--- src/rtl/cko_pkg.sv ---
package cko_pkg;
  localparam int CFG_W      = 8;
  localparam int PRE_CODE_W = 3;
  localparam int EXP_W      = 3;
  localparam int PRE_TOP    = 122;
  localparam int PRE_CNT_W  = $clog2(PRE_TOP);
  localparam int POST_CNT_W = (1 << EXP_W) - 1;

  typedef struct packed {
    logic [PRE_CODE_W-1:0] pre_code;
    logic                  fast_sel;
    logic [EXP_W-1:0]      post_exp;
    logic                  out_en;
  } cko_cfg_t;

  // Ratio per pre-divide code: powers of two, except the top code.
  function automatic logic [PRE_CNT_W-1:0] pre_ratio(input logic [PRE_CODE_W-1:0] code);
    if (code == '1) return PRE_CNT_W'(PRE_TOP);
    return PRE_CNT_W'(1) << code;
  endfunction
endpackage

--- src/rtl/cko_cfg_bank.sv ---
module cko_cfg_bank
  import cko_pkg::*;
(
  input  logic             clk,
  input  logic             rst_n,
  input  logic             wr_en,
  input  logic [CFG_W-1:0] wr_data,
  input  logic             boundary,
  output cko_cfg_t         act_cfg
);
  cko_cfg_t stored;

  always_ff @(posedge clk) begin
    if (!rst_n) begin
      stored  <= '0;
      act_cfg <= '0;
    end else begin
      if (wr_en) stored <= cko_cfg_t'(wr_data);
      if (boundary) act_cfg <= wr_en ? cko_cfg_t'(wr_data) : stored;
    end
  end

  // active settings move only on a period boundary
  assert_cfg_held_R8: assert property (@(posedge clk) disable iff (!rst_n)
    !$past(boundary) |-> $stable(act_cfg));
endmodule

--- src/rtl/cko_prediv.sv ---
module cko_prediv
  import cko_pkg::*;
(
  input  logic                  clk,
  input  logic                  rst_n,
  input  logic                  tick,
  input  logic [PRE_CODE_W-1:0] code,
  input  logic                  bypass,
  input  logic                  clr,
  output logic                  pulse
);
  logic [PRE_CNT_W-1:0] cnt;
  logic [PRE_CNT_W-1:0] ratio;
  logic                 last;

  always_comb begin
    ratio = pre_ratio(code);
    last  = (cnt == ratio - PRE_CNT_W'(1));
    pulse = tick && (bypass || last);
  end

  always_ff @(posedge clk) begin
    if (!rst_n || clr)      cnt <= '0;
    else if (tick && !bypass) cnt <= last ? '0 : cnt + PRE_CNT_W'(1);
  end

  // count stays inside the selected ratio
  assert_pre_range_R4: assert property (@(posedge clk) disable iff (!rst_n)
    cnt < ratio);
  // the slow source never advances the pre-divider
  assert_pre_bypass_R5: assert property (@(posedge clk) disable iff (!rst_n)
    bypass |-> (cnt == '0));
endmodule

--- src/rtl/cko_postdiv.sv ---
module cko_postdiv
  import cko_pkg::*;
(
  input  logic             clk,
  input  logic             rst_n,
  input  logic             step,
  input  logic [EXP_W-1:0] post_exp,
  input  logic             en,
  output logic             out_q,
  output logic             period_end
);
  logic [POST_CNT_W-1:0] cnt;
  logic [POST_CNT_W-1:0] limit;
  logic                  hit;

  always_comb begin
    limit      = (POST_CNT_W'(1) << post_exp) - POST_CNT_W'(1);
    hit        = step && (cnt == limit);
    period_end = hit && out_q;
  end

  always_ff @(posedge clk) begin
    if (!rst_n || !en) begin
      cnt   <= '0;
      out_q <= 1'b0;
    end else if (hit) begin
      cnt   <= '0;
      out_q <= !out_q;
    end else if (step) begin
      cnt   <= cnt + POST_CNT_W'(1);
    end
  end

  // a disabled gate holds the output low
  assert_gate_low_R2: assert property (@(posedge clk) disable iff (!rst_n)
    !en |-> !out_q);
  // post count bounded by 2^n - 1
  assert_post_range_R6: assert property (@(posedge clk) disable iff (!rst_n)
    cnt <= limit);
endmodule

--- src/rtl/cko_divider.sv ---
module cko_divider
  import cko_pkg::*;
(
  input  logic             clk,
  input  logic             rst_n,
  input  logic             slow_tick,
  input  logic             fast_tick,
  input  logic             cfg_we,
  input  logic [CFG_W-1:0] cfg_wdata,
  output logic             clk_out
);
  cko_cfg_t act_cfg;
  logic     src_tick;
  logic     pre_pulse;
  logic     period_end;
  logic     boundary;

  // Idle output counts as a boundary so an enable from rest loads at once.
  assign boundary = period_end || !act_cfg.out_en;
  assign src_tick = act_cfg.fast_sel ? fast_tick : slow_tick;

  cko_cfg_bank u_cfg (
    .clk      (clk),
    .rst_n    (rst_n),
    .wr_en    (cfg_we),
    .wr_data  (cfg_wdata),
    .boundary (boundary),
    .act_cfg  (act_cfg)
  );

  cko_prediv u_pre (
    .clk    (clk),
    .rst_n  (rst_n),
    .tick   (src_tick),
    .code   (act_cfg.pre_code),
    .bypass (!act_cfg.fast_sel),
    .clr    (boundary),
    .pulse  (pre_pulse)
  );

  cko_postdiv u_post (
    .clk        (clk),
    .rst_n      (rst_n),
    .step       (pre_pulse),
    .post_exp   (act_cfg.post_exp),
    .en         (act_cfg.out_en),
    .out_q      (clk_out),
    .period_end (period_end)
  );

  // the gate opens or closes only with the output low
  assert_gate_change_low_R9: assert property (@(posedge clk) disable iff (!rst_n)
    !$stable(act_cfg.out_en) |-> !clk_out);
  // a rising output edge requires an active enable
  assert_rise_enabled_R2: assert property (@(posedge clk) disable iff (!rst_n)
    $rose(clk_out) |-> act_cfg.out_en);
  // output moves only after a strobe of the active source
  assert_move_on_tick_R3: assert property (@(posedge clk) disable iff (!rst_n)
    (!$stable(clk_out) && $past(act_cfg.out_en)) |->
      ($past(act_cfg.fast_sel) ? $past(fast_tick) : $past(slow_tick)));
endmodule

--- config.mk ---
export PLATFORM = sky130hd
export DESIGN_NAME = cko_divider
export DESIGN_NICKNAME = d
export VERILOG_FILES = /design/src/rtl/cko_pkg.sv /design/src/rtl/cko_cfg_bank.sv /design/src/rtl/cko_prediv.sv /design/src/rtl/cko_postdiv.sv /design/src/rtl/cko_divider.sv
export SDC_FILE = /design/constraint.sdc
export NUM_CORES = 1
export LEC_CHECK = 0
export BUFFER_PORTS_ARGS = -buffer_cell sky130_fd_sc_hd__clkbuf_2
export CAP_MARGIN = 30
export CORE_MARGIN = 4
export CORE_UTILIZATION = 59
export DETAILED_ROUTE_END_ITERATION = 12
export GPL_TIMING_DRIVEN = 0
export PLACE_DENSITY = 0.84
export SYNTH_ARGS = -nofsm -noshare
export SYNTH_HDL_FRONTEND = slang
export SYNTH_SLANG_ARGS = --single-unit
--- constraint.sdc ---
create_clock -name clk -period 3.05 [get_ports clk]
set_input_delay 0.305 -clock clk [delete_from_list [all_inputs] [get_ports clk]]
set_output_delay 0.305 -clock clk [all_outputs]
set_load 0.01 [all_outputs]
# After elaboration in Yosys (flattened, before gate mapping)
# Cells that the tools add are included.
[word_totals] regBits=31 in_bits=13 out_inout_bits=1 word_cells=39
[classes] add_sub_neg=4 n_eq_ne=3 shift=2 n_mux=6 reduce_logical=13
[op_table] cell="$mux 7" count=3
[op_table] cell="$add 7x1->7 const B" count=2
[op_table] cell="$eq 7x7->1" count=2
[op_table] cell="$shl 1x3->7 const A" count=2
[op_table] cell="$mux 8" count=1
[op_table] cell="$sub 7x1->7 const B" count=1
[op_table] cell="$sub 7x2->7 const B" count=1
[op_table] cell="$logic_and 1x1->1" count=4
[op_table] cell="$logic_not 1->1" count=4
[op_table] cell="$logic_or 1x1->1" count=4
[op_table] cell="$eq 3x3->1 const B" count=1
[op_table] cell="$mux 1" count=2
[op_table] cell="$reduce_or 2->1" count=1

# Depth between registers and ports, before layout
[logic_depth] depth_word=11 mapped_depth=11 mapped_depth_nobuf=9

# Modules after synthesis
# A second synthesis with hierarchy kept.
[hier_totals] hier_cells=176 area_unflattened_um2=1652.8
[modules_own_cells] module="cko_prediv" instances=1 cells_each=68 area_each_um2=605.6 seq_area_each_um2=140.1
[modules_own_cells] module="cko_cfg_bank" instances=1 cells_each=51 area_each_um2=560.5 seq_area_each_um2=320.3
[modules_own_cells] module="cko_postdiv" instances=1 cells_each=54 area_each_um2=461.7 seq_area_each_um2=160.2
[modules_own_cells] module="cko_divider" instances=1 cells_each=3 area_each_um2=25.0 seq_area_each_um2=0.0

# Worst setup path before layout
# Ideal clock, no wire load.
[synth_path] kind="register to register" start="register, netlist name u_cfg.act_cfg[7]" end="register u_post.out_q" setup_time_ns=0.071 arrival_ns=2.463 t_required_ns=2.979 slack_ns=0.517 path_stages_with_launch=11 path_buffers=2 synth_period_minus_slack_ns=2.533 cell_sequence="dfxtp_1 > buf_6 > or3_4 > ha_1 > xor2_1 > mux2i_1 > a22o_2 > a31oi_4 > buf_2 > or4_1 > a21oi_1"
[synth_between] elab_chain_len=8 word_cells_on_any_way=9 classes_between="add/sub: 1; eq/ne: 2; shift: 1; mux: 2; reduce/logical: 3"
[synth_rtl] element="$eq 3x3->1" line_no="cko_pkg.sv:18" rtl="if (code == '1) return PRE_CNT_W'(PRE_TOP);"
[synth_rtl] element="$mux 1" line_no="cko_pkg.sv:18"
[synth_rtl] element="$mux 7 *" line_no="cko_pkg.sv:19" rtl="return PRE_CNT_W'(1) << code;"
[synth_rtl] element="$sub 7x1->7 *" line_no="cko_prediv.sv:18" rtl="last = (cnt == ratio - PRE_CNT_W'(1));"
[synth_rtl] element="$eq 7x7->1 *" line_no="cko_prediv.sv:18"
[synth_rtl] element="$logic_or 1x1->1 *" line_no="cko_prediv.sv:19" rtl="pulse = tick && (bypass || last);"
[synth_rtl] element="$logic_and 1x1->1 *" line_no="cko_prediv.sv:19"
[synth_rtl] element="$logic_and 1x1->1 *" line_no="cko_postdiv.sv:18" rtl="hit = step && (cnt == limit);"
[synth_rtl] element="end signal: assignment" line_no="cko_postdiv.sv:28" rtl="out_q <= !out_q;"
[synth_rtl] element="end: declaration" line_no="cko_postdiv.sv:9" rtl="output logic out_q,"
# Every way passes the cells marked *; elsewhere a longest branch is shown, timed or not.
# A chain may end at the register's enable or synchronous reset.

# Worst setup path in the final report
[layout_path] start="register, netlist name u_cfg.act_cfg[7]" end="register u_post.out_q"
[layout_between] elab_chain_len=8 word_cells_on_any_way=9 classes_between="add/sub: 1; eq/ne: 2; shift: 1; mux: 2; reduce/logical: 3"
[layout_rtl] element="$eq 3x3->1" line_no="cko_pkg.sv:18"
[layout_rtl] element="$mux 1" line_no="cko_pkg.sv:18"
[layout_rtl] element="$mux 7 *" line_no="cko_pkg.sv:19"
[layout_rtl] element="$sub 7x1->7 *" line_no="cko_prediv.sv:18"
[layout_rtl] element="$eq 7x7->1 *" line_no="cko_prediv.sv:18"
[layout_rtl] element="$logic_or 1x1->1 *" line_no="cko_prediv.sv:19"
[layout_rtl] element="$logic_and 1x1->1 *" line_no="cko_prediv.sv:19"
[layout_rtl] element="$logic_and 1x1->1 *" line_no="cko_postdiv.sv:18"
# Marked as above.

==> metrics.md <==
| Metric | Value |
|---|---|
| Outcome | finished clean |
| Worst Skew | 14.7 ps |
| Clock transition at the registers of the reported paths | 100 ps |
| Gate Count Post-Synth | 189 |
| Data arrival, critical path | 3120 ps |
| CTS Hold Buffers Added | 0 |
| Warnings, synthesis | 0 |
| Max H-tree Level | 2 |
| CP required | 3320 ps |
| I/O Buffers | 11 |
| Critical-path top delay cell | or4_1 |
| Post-route minimum period | 2850 ps |
| First-pass detailed-route iteration total | 4 |
| Die area | 4000 µm² |
| Core Util, Final | 69.3% |
| Core ar. | 2830 µm² |
| Max-slew headroom | 56.8% |
| CP startpoint | u_cfg.act_cfg[7]$_SDFFE_PN0P_ |
| Sinks on Clock Net | 31 |
| Pleak | 0.784 nW |
| Root Driver | clkbuf_4 |
| Most frequent cells in the layout | dfxtp_1 (30), nand2_1 (15), nor2_1 (13) |
| Setup crit start kind | flip-flop |
| Initial DRC count | 115 |
| Hpwl dp | 2860 µm |
| Postcts setup bufs | 0 |
| Top-level I/O count | 14 |
| Max IR drop VDD | 340 µV |
| Tot Pwr | 0.964 mW |
| Critical Path Sink | u_post.out_q$_SDFFE_PP0P_ |
| Via count | 1,509 |
| Starting Density | 63.6% |
| Drt drc | 0 |
| Initial antenna violation count | 0 |
| Final hold violation count | 0 |
| Post_cts resized | 0 |
| Fin area | 1960 µm² |
| Worst R2R Setup Slack | 200 ps |
| Antenna diodes | 0 |
| Antenna viol nets, final | 0 |
| Most common cell after layout, fill and taps aside | dfxtp_1 |
| Final period utilization | 93.6% |
| Max Freq | 350 MHz |
| Vias in the first global route | 1,528 |
| PwrDens | 492 nW/µm² |
| Hold Crit Class | input pin to flip-flop |
| DP Area | 1890 µm² |
| First-pass GRT wire length | 6540 µm |
| Number of synthesized flops with an enable pin | 0 |
| CP peak stage delay | 470 ps |
| Count of unique library cells instantiated by Yosys | 56 |
| Chip height | 63.2 µm |
| Cell Rows | 19 |
| Worst Reg-to-Reg Cells | 11 |
| Largest net degree at the start of global routing | 11 |
| Wire per inst | 15.8 µm |
| CP max FO | 10 |
| Synthesized area per cell | 9.52 µm² |
| Synth async-reset ratio | 0% |
| Max_cap viols | 0 |
| Detailed Route WL | 3770 µm |
| Die W | 63.2 µm |
| Crit end category | flip-flop |
| Seq/Total Area, Yosys | 34.5% |
| # nets final | 223 |
| Most used DFF post-synth | dfxtp_1 |
| Critical Setup Path Class | flip-flop to flip-flop |
| TNS Setup | 0 ps |
| Total GRT Usage | 20.2% |
| GRT overflow | 0 |
| Netlist Area Pre-Place | 1800 µm² |
| FF-to-FF Start | u_cfg.act_cfg[7]$_SDFFE_PN0P_ |
| Max Buffers Root-to-Sink | 2 |
| Crit-path cells | buf_6, and2_1, o21ai_0, ha_2, xor2_2, mux2i_1, a22o_2, a31oi_4, buf_2, or4_1, a21oi_1 |
| Vias per cell | 6.34 |
| Number of synthesized register bits | 31 |
| Fraction of layout cells with a size suffix above 1 | 25.6% |
| RePlAce Congestion | 0.879 |
| Worst R2R End | u_post.out_q$_SDFFE_PP0P_ |
| Max Transition Viols Final | 0 |
| CTS tree | yes |
| Layout area overhead | 8.97% |
| Measured slew at the worst slew-check pin | 646 ps |
| CTS buffer count | 5 |
| Syn Nets | 205 |
| Final setup viols | 0 |
| Skew-Pair Late Insertion Delay | 330 ps |
-- critical path: cells and delay by family (launching register included) --
kind                       cells  cell delay, ps
muxes                          1             220
DFF                            1             320
and+or+nand+nor                2             640
xor gates and xnor gates       1             190
buffers and inverters          2             340
AOI/OAI and AO/OA              4             750
adders and majority gates      1             330
-- cell families after synthesis --
kind of cell,synth area share (%)
AND/OR/NAND/NOR,22.6
adder cells (fa/ha/maj),2.09
AO/OA/AOI/OAI,23.8
flip-flops,34.5
XOR/XNOR,5.36
buffers and inverters,5.70
multiplexers,5.98
-- per-stage QoR --
| stage | hold WS (ps) | cells | setup WS (ps) |
|---|---|---|---|
| global placement | 477 | 231 | 366 |
| CTS | 212 | 238 | 211 |
| detailed placement | 492 | 231 | 237 |
| finish | 216 | 238 | 196 |
| global route | 203 | 238 | -32.5 |
| floorplan | 457 | 189 | 517 |
-- sequential cells by signal, summed over array words and instances (netlist names) --
signal,count
u_pre.cnt,7
u_cfg.stored,8
u_post.out_q,1
u_post.cnt,7
u_cfg.act_cfg,8
-- layer usage --
metal	part of all wire (%)	global-route usage (%)	wire, µm	vias up
li1	-	-	-	733
met1	43	21.9	1610	735
met2	52	36.8	1960	30
met3	3.0	5.86	112	11
met4	2.3	7.82	85	0
met5	0	0	0	-
-- cells in the mapped netlist (3+ instances only) --
cell	instances	area [µm²]
a21oi_1	4	20.0
nand3_1	7	35.0
nand2_1	15	56.3
buf_6	3	33.8
mux2_2	6	67.6
o21ai_0	4	20.0
inv_1	12	45.0
xor2_1	8	70.1
nand4_1	3	18.8
ha_1	3	37.5
nor3_1	5	25.0
a2bb2oi_1	6	52.6
dfxtp_1	31	621
a211o_1	4	35.0
a32o_1	5	50.1
and3_1	3	18.8
mux2i_1	4	40.0
nor2_1	13	48.8
xnor2_1	3	26.3
nand2b_1	3	18.8
-- where the power goes --
part | switching [mW] | total [mW] | internal, mW
sequential | 0.0177 | 0.442 | 0.425
combinational | 0.157 | 0.279 | 0.123
clock | 0.136 | 0.243 | 0.107
total | 0.310 | 0.964 | 0.654
-- worst min path at each step --
stage,from,end,slack [ps],cells past startpoint
floorplan,u_cfg.stored[0]$_SDFF_PN0_,u_cfg.stored[0]$_SDFF_PN0_,460,2
global placement,u_cfg.stored[0]$_SDFF_PN0_,u_cfg.stored[0]$_SDFF_PN0_,480,2
detailed placement,u_cfg.stored[0]$_SDFF_PN0_,u_cfg.stored[0]$_SDFF_PN0_,490,2
CTS,rst_n,u_cfg.stored[7]$_SDFF_PN0_,210,3
global route,rst_n,u_cfg.stored[7]$_SDFF_PN0_,200,3
finish,rst_n,u_cfg.stored[7]$_SDFF_PN0_,220,3
-- cell type report --
| cell class | instances | area, µm² |
|---|---|---|
| plain buffers | 7 | 57.6 |
| clock buffers | 6 | 51.3 |
| clock inverters | 1 | 5.00 |
| fillers | 217 | 868 |
| inverters | 12 | 45.0 |
| multi-input cells | 139 | 1090 |
| flip-flops and latches | 31 | 622 |
| well taps | 31 | 38.8 |
| repair buffers | 11 | 55.1 |
Note: power is estimated with default switching activity, not from simulation.
